## src/rtl/nors_pkg.sv

```systemverilog
package nors_pkg;
    typedef enum logic [2:0] {
        ST_IDLE    = 3'd0,
        ST_LATCH   = 3'd1,
        ST_BUSY    = 3'd2,
        ST_READY   = 3'd3,
        ST_RELEASE = 3'd4
    } nors_state_e;
endpackage

```

## src/rtl/nors_sync.sv

```systemverilog
module nors_sync #(
    parameter int          WIDTH   = 3,
    parameter int          STAGES  = 2,
    parameter logic        RST_VAL = 1'b1
) (
    input  logic             clk_i,
    input  logic             rst_ni,
    input  logic [WIDTH-1:0] async_i,
    output logic [WIDTH-1:0] sync_o
);
    for (genvar b = 0; b < WIDTH; b++) begin : g_bit
        logic [STAGES-1:0] chain_d, chain_q;

        always_comb begin
            chain_d = {chain_q[STAGES-2:0], async_i[b]};
        end

        always_ff @(posedge clk_i or negedge rst_ni) begin
            if (!rst_ni) chain_q <= {STAGES{RST_VAL}};
            else         chain_q <= chain_d;
        end

        assign sync_o[b] = chain_q[STAGES-1];
    end
endmodule

```

## src/rtl/nors_regbank.sv

```systemverilog
module nors_regbank #(
    parameter int ADDR_W = 4,
    parameter int DATA_W = 16
) (
    input  logic              clk_i,
    input  logic              rst_ni,
    input  logic              wr_en_i,
    input  logic [ADDR_W-1:0] addr_i,
    input  logic [DATA_W-1:0] wdata_i,
    output logic [DATA_W-1:0] rdata_o
);
    localparam int DEPTH = 1 << ADDR_W;

    logic [DATA_W-1:0] mem_q [DEPTH];

    for (genvar i = 0; i < DEPTH; i++) begin : g_word
        logic [DATA_W-1:0] word_d;

        always_comb begin
            word_d = mem_q[i];
            if (wr_en_i && (addr_i == ADDR_W'(i))) word_d = wdata_i;
        end

        always_ff @(posedge clk_i or negedge rst_ni) begin
            if (!rst_ni) mem_q[i] <= '0;
            else         mem_q[i] <= word_d;
        end
    end

    assign rdata_o = mem_q[addr_i];
endmodule

```

## src/rtl/nors_ctrl.sv

```systemverilog
module nors_ctrl
    import nors_pkg::*;
#(
    parameter int ADDR_W = 4,
    parameter int DATA_W = 16
) (
    input  logic              clk_i,
    input  logic              rst_ni,
    input  logic              cs_act_i,
    input  logic              oe_act_i,
    input  logic              we_act_i,
    input  logic [ADDR_W-1:0] addr_i,
    input  logic [DATA_W-1:0] bank_rdata_i,
    output logic [ADDR_W-1:0] bank_addr_o,
    output logic              bank_wr_o,
    output logic [DATA_W-1:0] data_o,
    output logic              data_oe_o,
    output logic              stall_o
);
    typedef struct packed {
        nors_state_e       st;
        logic [ADDR_W-1:0] addr;
        logic              stall;
        logic              drive;
        logic              is_rd;
        logic              we_prev;
        logic [DATA_W-1:0] rd_word;
    } ctrl_t;

    ctrl_t ctl_d, ctl_q;
    logic  wr_d;

    always_comb begin
        ctl_d         = ctl_q;
        ctl_d.we_prev = we_act_i;
        wr_d          = 1'b0;
        unique case (ctl_q.st)
            ST_IDLE: begin
                ctl_d.is_rd = 1'b0;
                ctl_d.drive = 1'b0;
                if (cs_act_i) begin
                    ctl_d.st   = ST_LATCH;
                    ctl_d.addr = addr_i;
                end
            end
            ST_LATCH: begin
                ctl_d.st = cs_act_i ? ST_BUSY : ST_RELEASE;
            end
            ST_BUSY: begin
                if (!cs_act_i) begin
                    ctl_d.st = ST_RELEASE;
                end else if (oe_act_i) begin
                    ctl_d.st      = ST_READY;
                    ctl_d.is_rd   = 1'b1;
                    ctl_d.drive   = 1'b1;
                    ctl_d.rd_word = bank_rdata_i;
                end else if (we_act_i && !ctl_q.we_prev) begin
                    wr_d     = 1'b1;
                    ctl_d.st = ST_READY;
                end
            end
            ST_READY: begin
                if (!cs_act_i || (ctl_q.is_rd ? !oe_act_i : !we_act_i)) begin
                    ctl_d.st    = ST_RELEASE;
                    ctl_d.drive = 1'b0;
                end
            end
            ST_RELEASE: begin
                ctl_d.drive = 1'b0;
                if (!cs_act_i) ctl_d.st = ST_IDLE;
            end
            default: ctl_d.st = ST_IDLE;
        endcase
        ctl_d.stall = (ctl_d.st == ST_LATCH) || (ctl_d.st == ST_BUSY) ||
                      ((ctl_d.st == ST_READY) && (ctl_q.st != ST_READY));
    end

    always_ff @(posedge clk_i or negedge rst_ni) begin
        if (!rst_ni) begin
            ctl_q <= '{st: ST_IDLE, default: '0};
        end else begin
            ctl_q <= ctl_d;
        end
    end

    assign bank_addr_o = ctl_q.addr;
    assign bank_wr_o   = wr_d;
    assign data_o      = ctl_q.rd_word;
    assign data_oe_o   = ctl_q.drive & oe_act_i & cs_act_i;
    assign stall_o     = ctl_q.stall;

    // WAIT only rises after chip select was seen active
    p_wait_after_cs_r2: assert property (@(posedge clk_i) disable iff (!rst_ni)
        $rose(ctl_q.stall) |-> $past(cs_act_i));

    // latched address is frozen once an access has begun
    p_addr_frozen_r3: assert property (@(posedge clk_i) disable iff (!rst_ni)
        (ctl_q.st != ST_IDLE && $past(ctl_q.st) != ST_IDLE) |-> $stable(ctl_q.addr));

    // read data is driven in the cycle before WAIT falls
    p_data_before_wait_r4: assert property (@(posedge clk_i) disable iff (!rst_ni)
        ($fell(ctl_q.stall) && ctl_q.is_rd) |-> $past(ctl_q.drive));

    // a write is captured under WAIT and never while driving
    p_write_under_wait_r6: assert property (@(posedge clk_i) disable iff (!rst_ni)
        bank_wr_o |-> (ctl_q.stall && !ctl_q.drive));

    // no re-arm while chip select is still active after an access
    p_no_rearm_r8: assert property (@(posedge clk_i) disable iff (!rst_ni)
        (ctl_q.st == ST_RELEASE && cs_act_i) |=> !ctl_q.stall);
endmodule

```

## src/rtl/nor_strobe_slave.sv

```systemverilog
module nor_strobe_slave #(
    parameter int ADDR_W = 4,
    parameter int DATA_W = 16
) (
    input  logic              clk_i,
    input  logic              rst_ni,
    input  logic              cs_n_i,
    input  logic              oe_n_i,
    input  logic              we_n_i,
    input  logic [ADDR_W-1:0] addr_i,
    input  logic [DATA_W-1:0] data_i,
    output logic [DATA_W-1:0] data_o,
    output logic              data_oe_o,
    output logic              host_wait_o
);
    localparam int N_STROBES = 3;

    logic [N_STROBES-1:0] strobe_s;
    logic [ADDR_W-1:0]    bank_addr;
    logic                 bank_wr;
    logic [DATA_W-1:0]    bank_rdata;

    nors_sync #(
        .WIDTH  (N_STROBES),
        .STAGES (2),
        .RST_VAL(1'b1)
    ) u_sync (
        .clk_i  (clk_i),
        .rst_ni (rst_ni),
        .async_i({we_n_i, oe_n_i, cs_n_i}),
        .sync_o (strobe_s)
    );

    nors_regbank #(
        .ADDR_W(ADDR_W),
        .DATA_W(DATA_W)
    ) u_bank (
        .clk_i  (clk_i),
        .rst_ni (rst_ni),
        .wr_en_i(bank_wr),
        .addr_i (bank_addr),
        .wdata_i(data_i),
        .rdata_o(bank_rdata)
    );

    nors_ctrl #(
        .ADDR_W(ADDR_W),
        .DATA_W(DATA_W)
    ) u_ctrl (
        .clk_i       (clk_i),
        .rst_ni      (rst_ni),
        .cs_act_i    (~strobe_s[0]),
        .oe_act_i    (~strobe_s[1]),
        .we_act_i    (~strobe_s[2]),
        .addr_i      (addr_i),
        .bank_rdata_i(bank_rdata),
        .bank_addr_o (bank_addr),
        .bank_wr_o   (bank_wr),
        .data_o      (data_o),
        .data_oe_o   (data_oe_o),
        .stall_o     (host_wait_o)
    );
endmodule

```

## config.mk

```make
export PLATFORM = sky130hd
export DESIGN_NAME = nor_strobe_slave
export DESIGN_NICKNAME = d
export VERILOG_FILES = /design/src/rtl/nors_pkg.sv /design/src/rtl/nors_sync.sv /design/src/rtl/nors_regbank.sv /design/src/rtl/nors_ctrl.sv /design/src/rtl/nor_strobe_slave.sv
export SDC_FILE = /design/constraint.sdc
export NUM_CORES = 1
export LEC_CHECK = 0
export BUFFER_PORTS_ARGS = -buffer_cell sky130_fd_sc_hd__buf_4
export CORE_AREA = 3 3 147 149
export CTS_CLUSTER_DIAMETER = 100
export DETAILED_ROUTE_END_ITERATION = 8
export DIE_AREA = 0 0 150 152
export PLACE_DENSITY = 0.93
export SLEW_MARGIN = 20
export SYNTH_ARGS = -nofsm -noshare
export SYNTH_HDL_FRONTEND = slang
export SYNTH_SLANG_ARGS = --single-unit
```

## constraint.sdc

```tcl
create_clock -name clk_i -period 3.7 [get_ports clk_i]
set_input_delay 0.555 -clock clk_i [delete_from_list [all_inputs] [get_ports clk_i]]
set_output_delay 0.555 -clock clk_i [all_outputs]
set_load 0.05 [all_outputs]
```

==> out/qor.csv, run 1 <==
metric,value,unit
initial_core_util,0.6479,
die_x,150,um
power_switching,2.929,mW
grt_max_degree,108,
syn_area,13150,sq um
grt_pass1_wl,45.12,mm
required,4110,ps
initialDrtViolationCount,563,
critPathTopFamily,simple AND/OR/NAND/NOR gates,
antenna_found_initial,0,
ir_worst_vdd,0.6612,mV
crit_path_cell_trace,or3_1 -> nor3_4 -> buf_4 -> nand4_2 -> mux2_2,
combPwrFrac,0.281,
rows,52,
power_density,637.9,nW/um^2
fin_tns_setup,0,ps
postCtsSetupBuffers,0,
max_slew_margin,0.3829,
slowest_stage,nand4_2,
syn_avg_cell_area,14.96,sq um
diodes,0,
track_usage,0.2532,
post-route-util,0.7086,
clock-sinks,289,
ant_nets,0,
path_clk_slew,60,ps
outcome,completed,
final-hold-violation-count,0,
die_h,152,um
critPathCaptureType,flip-flop,
cp_max_fo,16,
cts_tree,built,
io_buffers,42,
fin_nets,906,
vias,7624,
period_needed,2888,ps
ys_dominant_reg_cell,dfrtp_1,
ios,43,
ys_seq_area_frac,0.5504,
design.core.area,20300,sq um
synth_top_area_share,0.5384,
slew_violations,0,
leakage,6.181,nW
synth_edf_count,0,
holdBufCountCts,0,
setup_viol,0,
first_pass_iters,5,
tightest_slew,925.7,ps
async_flop_share,1.000,
crit_type,reg2reg,
htreeDepth,1,
start_kind,flip-flop,
viasPerCell,6.511,
fmax,346.2,MHz
yosys_warnings,0,
drive_gt1_frac,0.4739,
netSwitchingFraction,0.3193,
drv_cap,0,
area_delta_synth_final,9.361,%
rsz0062_at_grt,no,
postCtsResizedCells,0,
final_common_cell,dfrtp_1,
p_int,6.246,mW
clock_path_buffers,3,
fin_crit_sh,0.7806,
numCtsBuffers,29,
ys_types,43,
crit_buf_inv,1,
grt_overflow_total,0,
routed_wl,28.35,mm
first_global_vias,8004,
hold_class,in2async,
max_stage_delay,710,ps
gp_congestion,0.8003,
drc,0,
syn_nets,904,
die_area,22800,sq um
seqPwrFrac,0.408,
clock-root-buffer,clkbuf_16,
synth_seq_cells,289,
wl_per_cell,24.21,um
crit_arrival,3300,ps
yosys.area.top_type,dfrtp_1,
clk_latency,550,ps
p_clk_frac,0.312,
layout_common_cells,"281 x dfrtp_1, 259 x mux2_2, 56 x buf_4, 53 x mux2i_1, 40 x mux4_2",
netlist_top_cells_area,"dfrtp_1 54%, mux2_2 22%, mux4_2 6.8%",
netlist_instances,879,
skew,15.89,ps
dp_hpwl,16.57,mm
## worst paths after layout
kind                                            start                         end  slack, ps  cells past startpoint
max                                  u_ctrl.ctl_q[26]           u_bank.mem_q[202]        810                      5
min                                            rst_ni            u_bank.mem_q[76]         70                      1
max reg2reg                          u_ctrl.ctl_q[26]           u_bank.mem_q[202]        810                      5
min reg2reg                u_sync.g_bit[1].chain_q[0]  u_sync.g_bit[1].chain_q[1]        350                      0
max in group asynchronous                      rst_ni  u_sync.g_bit[1].chain_q[0]       2690                      2
min in group clk_i                             cs_n_i  u_sync.g_bit[0].chain_q[0]        110                      1
## registers in the layout (all words and copies together), names as in the netlist
name / cells
u_ctrl.bank_addr_o: 4
u_sync.g_bit.chain_q: 6
u_bank.mem_q: 256
u_ctrl.ctl_q: 6
u_ctrl.stall_o: 1
u_ctrl.data_o: 16
## power by group through the flow
stage                     sequential (mW)  clock, mW  combinational, mW
after floorplan                      3.58          0               2.16
after global placement               3.76          0               2.48
after detailed placement             3.79          0               2.55
after CTS                            3.74       2.89               2.57
after global routing                 3.78       3.02               2.73
final                                3.74       2.86               2.57
## stage by stage
step                      power [mW]  cell area (sq um)  setup WS (ps)  std cells  hold WS, ps
after floorplan                5.742              13150           1428        879        259.4
after detailed placement       6.334              13450          937.2       1120        347.6
final                          9.175              14380          811.7       1171        72.82
after global routing           9.531              14380          757.5       1171        99.72
after global placement         6.244              13450          990.3       1120        345.5
after CTS                      9.205              14380          873.4       1171        93.71
## final cells by class
cell class / count / area (sq um)
sequential: 289 / 7244
fill: 1290 / 5916
multi-input combinational: 498 / 5395
clock buffer: 47 / 883.3
timing repair buffer: 58 / 455.4
tap: 270 / 337.8
clock inverter: 4 / 48.80
inverter: 5 / 18.77
## synthesized netlist by cell type (4+ instances only)
| cell type | number |
|---|---|
| nand3_4 | 10 |
| nand4_2 | 4 |
| dfrtp_1 | 283 |
| nor2_1 | 7 |
| buf_4 | 16 |
| o21ai_0 | 14 |
| clkbuf_1 | 36 |
| nand2_1 | 15 |
| dfstp_2 | 6 |
| mux4_2 | 40 |
| a22o_1 | 13 |
| mux2_2 | 259 |
| nor3_1 | 14 |
| mux2i_1 | 53 |
| nand3_1 | 4 |
| o22ai_1 | 25 |
| nor2b_1 | 5 |
| inv_1 | 5 |
| buf_6 | 10 |
| buf_2 | 21 |
## worst reg2reg max path: stages, from the launching register on
cell	delay (ps)
dfrtp_1	500
or3_1	450
nor3_4	160
buf_4	370
nand4_2	720
mux2_2	560
## routing by layer
| layer | vias to the layer above | global-route usage | wire length (um) |
|---|---|---|---|
| met5 | - | 0 | 0 |
| met4 | 0 | 0.07277 | 850 |
| met3 | 60 | 0.04528 | 1546 |
| met2 | 224 | 0.4131 | 14080 |
| met1 | 4088 | 0.3535 | 11870 |
| li1 | 3252 | - | - |
## cell families after synthesis
kind of cell | after synthesis | synth area share
mux | 354 | 0.3323
simple gates | 77 | 0.04338
compound gates | 67 | 0.03453
buf+inv | 92 | 0.03938
flops | 289 | 0.5504
Note: power is estimated with default switching activity, not from simulation.
==> inputs of run 2 (changes only) <==
--- a/config.mk
+++ b/config.mk
@@ -6,11 +6,11 @@
 export NUM_CORES = 1
 export LEC_CHECK = 0
 export BUFFER_PORTS_ARGS = -buffer_cell sky130_fd_sc_hd__buf_4
-export CORE_AREA = 3 3 147 149
+export CORE_AREA = 3 3 158 160
 export CTS_CLUSTER_DIAMETER = 100
 export DETAILED_ROUTE_END_ITERATION = 8
-export DIE_AREA = 0 0 150 152
-export PLACE_DENSITY = 0.93
+export DIE_AREA = 0 0 161 163
+export PLACE_DENSITY = 0.86
 export SLEW_MARGIN = 20
 export SYNTH_ARGS = -nofsm -noshare
 export SYNTH_HDL_FRONTEND = slang
==> constraint.sdc (replaced) <==
create_clock -name clk_i -period 2.65 [get_ports clk_i]
set_input_delay 0.3975 -clock clk_i [delete_from_list [all_inputs] [get_ports clk_i]]
set_output_delay 0.3975 -clock clk_i [all_outputs]
set_load 0.05 [all_outputs]
==> out/qor.csv, run 2 (synthesized netlist as in run 1, its figures left out) <==
metric,value,unit,change
outcome,completed,,unchanged
layout.cells.non_filler,1251,,was 1171
first_pass_iters,4,,was 5
period_needed,2301,ps,was 2888 ps
clock-sinks,289,,unchanged
grt_max_degree,83,,was 108
use_met3,0.03332,,was 0.04528
antenna_found_initial,0,,unchanged
initialDrtViolationCount,553,,was 563
wl_per_cell,22.78,um,was 24.21 um
die_h,163,um,was 152 um
reg2reg_to,u_bank.mem_q[228],,was u_bank.mem_q[202]
fin_nets,935,,was 906
io_buffers,42,,unchanged
first_global_vias,8126,,was 8004
drive_gt1_frac,0.4903,,was 0.4739
tightest_slew,732.3,ps,was 925.7 ps
clk_latency,540,ps,was 550 ps
rsz0062_at_grt,no,,unchanged
max_slew_margin,0.5100,,was 0.3829
vias,7554,,was 7624
start_kind,flip-flop,,unchanged
regMostFlops,u_bank.mem_q,,unchanged
hold_class,in2reg,,was in2async
crit_type,reg2reg,,unchanged
reg2reg_depth,4,,was 5
grtUsageMet1,0.3025,,was 0.3535
diodes,0,,unchanged
htreeDepth,1,,unchanged
dp_slack,379.8,ps,was 937.2 ps
largest_register_ffs,256,,unchanged
slew_violations,0,,unchanged
place_area,13780,sq um,was 13450 sq um
ios,43,,unchanged
busiest_layer,met2,,unchanged
track_usage,0.2203,,was 0.2532
min-delay-start,addr_i[1],,
die_x,161,um,was 150 um
final_common_cell,dfrtp_1,,unchanged
use_met2,0.3680,,was 0.4131
skew,8.835,ps,was 15.89 ps
min_path_cells,2,,
hold_end,u_ctrl.bank_addr_o[1],,
die_area,26240,sq um,was 22800 sq um
clock-root-buffer,clkbuf_16,,unchanged
drc,0,,unchanged
fin_crit_sh,0.8681,,was 0.7806
leakage,6.367,nW,was 6.181 nW
drv_cap,0,,unchanged
crit_arrival,2720,ps,was 3300 ps
grt_overflow_total,0,,unchanged
initial_core_util,0.5587,,was 0.6479
setup_viol,0,,unchanged
layout_common_cells,"281 x dfrtp_1, 259 x mux2_2, 75 x buf_4, 53 x mux2i_1, 40 x mux4_2",,"was 281 x dfrtp_1, 259 x mux2_2, 56 x buf_4, 53 x mux2i_1, 40 x mux4_2"
path_clk_slew,60,ps,about the same
design.core.area,23540,sq um,was 20300 sq um
r2r-start,u_ctrl.bank_addr_o[2],,was u_ctrl.ctl_q[26]
numCtsBuffers,29,,unchanged
cts_tree,built,,unchanged
ant_nets,0,,unchanged
critPathCaptureType,flip-flop,,unchanged
clock_path_buffers,3,,unchanged
routed_wl,28.49,mm,was 28.35 mm
ff2ff_setup_slack,350,ps,was 810 ps
fillerInstances,1696,,was 1290
cp_max_fo,16,,unchanged
area_delta_synth_final,12.41,%,was 9.361%
fmax,434.7,MHz,was 346.2 MHz
viasPerCell,6.038,,was 6.511
final_area,14780,sq um,was 14380 sq um
final-hold-violation-count,0,,unchanged
rows,56,,was 52
p_total,13.10,mW,was 9.175 mW
dp_hpwl,17.51,mm,was 16.57 mm
grt_pass1_wl,45.44,mm,was 45.12 mm
worst_slack,349.4,ps,was 811.7 ps
fin_tns_setup,0,ps,unchanged
dp_cells,1194,,was 1120
ir_worst_vdd,1.567,mV,was 0.6612 mV
required,3070,ps,was 4110 ps
gp_congestion,0.7811,,was 0.8003
power_density,885.8,nW/um^2,was 637.9 nW/um^2
run 2: cell count changes in the layout (fill, tap and decap cells not counted):
| cell | previous run | this run |
|---|---|---|
| dlygate4sd3_1 | 0 | 4 |
| clkbuf_8 | 9 | 12 |
| clkinv_2 | 2 | 5 |
| inv_6 | 1 | 0 |
| buf_4 | 56 | 75 |
| buf_12 | 1 | 7 |
| clkbuf_1 | 9 | 6 |
run 2: worst max-delay path by stage:
| stage | depth (start not counted) | startpoint | endpoint |
|---|---|---|---|
| 6_report | 4 | u_ctrl.bank_addr_o[2] | u_bank.mem_q[228] |
| 5_1_grt | 5 | u_ctrl.ctl_q[26] | u_bank.mem_q[169] |
| 4_1_cts | 5 | u_ctrl.ctl_q[26] | u_bank.mem_q[169] |
| 3_5_place_dp | 5 | u_ctrl.ctl_q[26] | u_bank.mem_q[101] |
| 3_3_place_gp | 5 | u_ctrl.ctl_q[26] | u_bank.mem_q[169] |
| 2_1_floorplan | 2 | u_sync.g_bit[0].chain_q[1] | data_oe_o |
run 2: routing by layer:
layer  vias up  wire, um  share of wire
met2       199     14090           0.49
li1       3300         -              -
met4         0       801          0.028
met5         -         0              0
met3        59      1496          0.053
met1      3996     12110           0.42
run 2: critical path, stage by stage (launching register included):
cell and delay (ps):
dfrtp_1 470, nor2_1 610, buf_4 360, nand3_4 340
mux2_2 400
run 2: through the flow:
step	hold slack, ps	utilization
2_1_floorplan	101.9	-
3_3_place_gp	346.9	0.5851
3_5_place_dp	348.5	0.5851
4_1_cts	76.94	0.6280
5_1_grt	81.57	0.6280
6_report	95.75	0.6280
run 2: timing repair:
action                    4_1_cts  5_1_grt
hold endpoints to repair       62        0
setup buffers                   0        0
gates resized for setup         0        0
hold buffers                    4        0
run 2: report_power, final:
| part | internal, mW | total, mW | switching [mW] |
|---|---|---|---|
| logic | 1.75 | 3.88 | 2.13 |
| clock network | 2.43 | 4.09 | 1.65 |
| registers | 4.78 | 5.13 | 0.345 |
| total | 8.97 | 13.1 | 4.13 |
run 2: layout make-up:
type	instances	area [sq um]	area share
clock inverters	6	55.05	0.003724
inverters	5	18.77	0.001269
repair buffers	87	758.2	0.05129
multi-input cells	498	5395	0.3649
flip-flops and latches	289	7244	0.4900
clock buffers	47	913.4	0.06178
well taps	319	399.1	0.02700
==> inputs of run 3 (changes only) <==
--- a/config.mk
+++ b/config.mk
@@ -6,11 +6,11 @@
 export NUM_CORES = 1
 export LEC_CHECK = 0
 export BUFFER_PORTS_ARGS = -buffer_cell sky130_fd_sc_hd__buf_4
-export CORE_AREA = 3 3 158 160
+export CORE_AREA = 3 3 147 149
 export CTS_CLUSTER_DIAMETER = 100
 export DETAILED_ROUTE_END_ITERATION = 8
-export DIE_AREA = 0 0 161 163
-export PLACE_DENSITY = 0.86
+export DIE_AREA = 0 0 150 152
+export PLACE_DENSITY = 0.93
 export SLEW_MARGIN = 20
 export SYNTH_ARGS = -nofsm -noshare
 export SYNTH_HDL_FRONTEND = slang
==> constraint.sdc (replaced) <==
create_clock -name clk_i -period 2.8 [get_ports clk_i]
set_input_delay 0.42 -clock clk_i [delete_from_list [all_inputs] [get_ports clk_i]]
set_output_delay 0.42 -clock clk_i [all_outputs]
set_load 0.05 [all_outputs]
==> out/qor.csv, run 3 (synthesized netlist as in run 1, its figures left out) <==
metric,value,unit,change
outcome,completed,,unchanged
combPwrFrac,0.291,,was 0.297
p_clk_frac,0.304,,was 0.312
layout_common_cells,"281 x dfrtp_1, 259 x mux2_2, 73 x buf_4, 53 x mux2i_1, 40 x mux4_2",,"was 281 x dfrtp_1, 259 x mux2_2, 75 x buf_4, 53 x mux2i_1, 40 x mux4_2"
ir_worst_vdd,0.7794,mV,was 1.567 mV
power_density,837.5,nW/um^2,was 885.8 nW/um^2
first_global_vias,8433,,was 8126
grtUsageMet1,0.3474,,was 0.3025
rsz0062_at_grt,no,,unchanged
crit_arrival,2760,ps,was 2720 ps
period_needed,2336,ps,was 2301 ps
die_x,150,um,was 161 um
routed_wl,29.13,mm,was 28.49 mm
area_delta_synth_final,10.80,%,was 12.41%
netSwitchingFraction,0.3238,,was 0.3155
die_h,152,um,was 163 um
io_buffers,42,,unchanged
fin_tns_setup,0,ps,unchanged
slowest_stage,dfrtp_1,,was nor2_1
slew_violations,0,,unchanged
fin_nets,929,,was 935
grt_pass1_wl,46.78,mm,was 45.44 mm
p_int,8.253,mW,was 8.965 mW
start_kind,flip-flop,,unchanged
hold_class,in2reg,,unchanged
reg2reg_to,u_bank.mem_q[96],,was u_bank.mem_q[228]
postCtsSetupBuffers,0,,unchanged
design.core.area,20300,sq um,was 23540 sq um
gp_congestion,0.7956,,was 0.7811
tightest_slew,904.1,ps,was 732.3 ps
crit_type,reg2reg,,unchanged
dp_cells,1139,,was 1194
max_slew_margin,0.3917,,was 0.5100
skew,22.63,ps,was 8.835 ps
vias,7741,,was 7554
first_pass_iters,5,,was 4
critPathCaptureType,flip-flop,,unchanged
htreeDepth,1,,unchanged
reg2reg_depth,6,,was 4
ff_latch_area,7244,sq um,unchanged
seqPwrFrac,0.405,,was 0.391
required,3230,ps,was 3070 ps
dp_slack,522.0,ps,was 379.8 ps
ios,43,,unchanged
dp_hpwl,17.62,mm,was 17.51 mm
ant_nets,0,,unchanged
final_common_cell,dfrtp_1,,unchanged
fmax,428.1,MHz,was 434.7 MHz
min-delay-start,addr_i[2],,was addr_i[1]
initial_core_util,0.6479,,was 0.5587
rows,52,,was 56
hold_end,u_ctrl.bank_addr_o[2],,was u_ctrl.bank_addr_o[1]
busiest_layer,met2,,unchanged
grt_overflow_total,0,,unchanged
clock-sinks,289,,unchanged
use_met2,0.4249,,was 0.3680
regMostFlops,u_bank.mem_q,,unchanged
initialDrtViolationCount,504,,was 553
numCtsBuffers,29,,unchanged
use_met3,0.05809,,was 0.03332
grt_max_degree,79,,was 83
die_area,22800,sq um,was 26240 sq um
diodes,0,,unchanged
wl_per_cell,24.41,um,was 22.78 um
track_usage,0.2598,,was 0.2203
largest_register_ffs,256,,unchanged
cp_max_fo,16,,unchanged
min_path_cells,2,,unchanged
final-hold-violation-count,0,,unchanged
crit_path_cell_trace,or3_1 -> nor3_4 -> buf_12 -> nand3_2 -> buf_4 -> mux2_2,,was nor2_1 -> buf_4 -> nand3_4 -> mux2_2
clock-root-buffer,clkbuf_16,,unchanged
ff2ff_setup_slack,460,ps,was 350 ps
multi_input_area,5395,sq um,unchanged
path_clk_slew,60,ps,about the same
layout.cells.non_filler,1193,,was 1251
fillerInstances,1235,,was 1696
setup_viol,0,,unchanged
fin_crit_sh,0.8343,,was 0.8681
viasPerCell,6.489,,was 6.038
drv_cap,0,,unchanged
r2r-start,u_ctrl.ctl_q[26],,was u_ctrl.bank_addr_o[2]
clock_path_buffers,3,,unchanged
drive_gt1_frac,0.4875,,was 0.4903
antenna_found_initial,0,,unchanged
clk_latency,550,ps,was 540 ps
leakage,6.285,nW,was 6.367 nW
cts_tree,built,,unchanged
max_stage_delay,500,ps,was 610 ps
power_switching,3.952,mW,was 4.131 mW
drc,0,,unchanged
worst_slack,464.0,ps,was 349.4 ps
## run 3: cell count changes in the layout (fill, tap and decap cells not counted)
cell | before | now
buf_12 | 7 | 3
buf_4 | 75 | 73
bufinv_16 | 1 | 0
clkbuf_1 | 6 | 4
clkbuf_8 | 12 | 9
clkinvlp_4 | 0 | 2
inv_6 | 0 | 1
## run 3: power groups by stage
stage / registers [mW] / clock network [mW] / logic (mW)
detailed placement: 5.00 / 0 / 3.51
CTS: 4.93 / 3.75 / 3.56
floorplan: 4.73 / 0 / 2.86
finish: 4.94 / 3.71 / 3.55
global placement: 4.97 / 0 / 3.44
global route: 4.98 / 3.93 / 3.77
## run 3: critical path: cells and delay by family, from the launching register on
kind / cells / cell delay (ps)
DFF: 1 / 500
and+or+nand+nor: 3 / 870
buffers and inverters: 2 / 530
muxes: 1 / 290
## run 3: worst max-delay path by stage
stage | from | to | slack [ps] | cells after the start
6_report | u_ctrl.ctl_q[26] | u_bank.mem_q[96] | 460 | 6
5_1_grt | u_ctrl.ctl_q[26] | u_bank.mem_q[96] | 410 | 6
4_1_cts | u_ctrl.ctl_q[26] | u_bank.mem_q[96] | 490 | 6
3_5_place_dp | u_ctrl.ctl_q[26] | u_bank.mem_q[107] | 520 | 6
3_3_place_gp | u_ctrl.ctl_q[26] | u_bank.mem_q[102] | 560 | 6
2_1_floorplan | u_sync.g_bit[0].chain_q[1] | data_oe_o | 660 | 2
## run 3: metal layers
metal	vias up	share of wire
met5	-	0
met4	0	0.031
met3	69	0.057
met2	268	0.50
met1	4110	0.41
li1	3294	-
## run 3: cell type report
class,instances,share of cell area
clock buffer,42,0.05933
sequential,289,0.4971
timing repair buffer,81,0.04551
multi-input combinational,498,0.3702
inverter,5,0.001288
clock inverter,8,0.003349
tap,270,0.02318
## run 3: repair_timing
action | 4_1_cts | 5_1_grt
hold buffers | 4 | 0
resized for setup | 0 | 0
hold endpoints to repair | 72 | 0
## run 3: metrics by stage
stage	power [mW]	area, sq um	util	hold slack [ps]
floorplan	7.588	13150	-	124.4
global placement	8.413	13620	0.6709	346.1
detailed placement	8.506	13620	0.6709	348.8
CTS	12.24	14570	0.7179	112.3
global route	12.68	14570	0.7179	118.7
finish	12.21	14570	0.7179	122.7
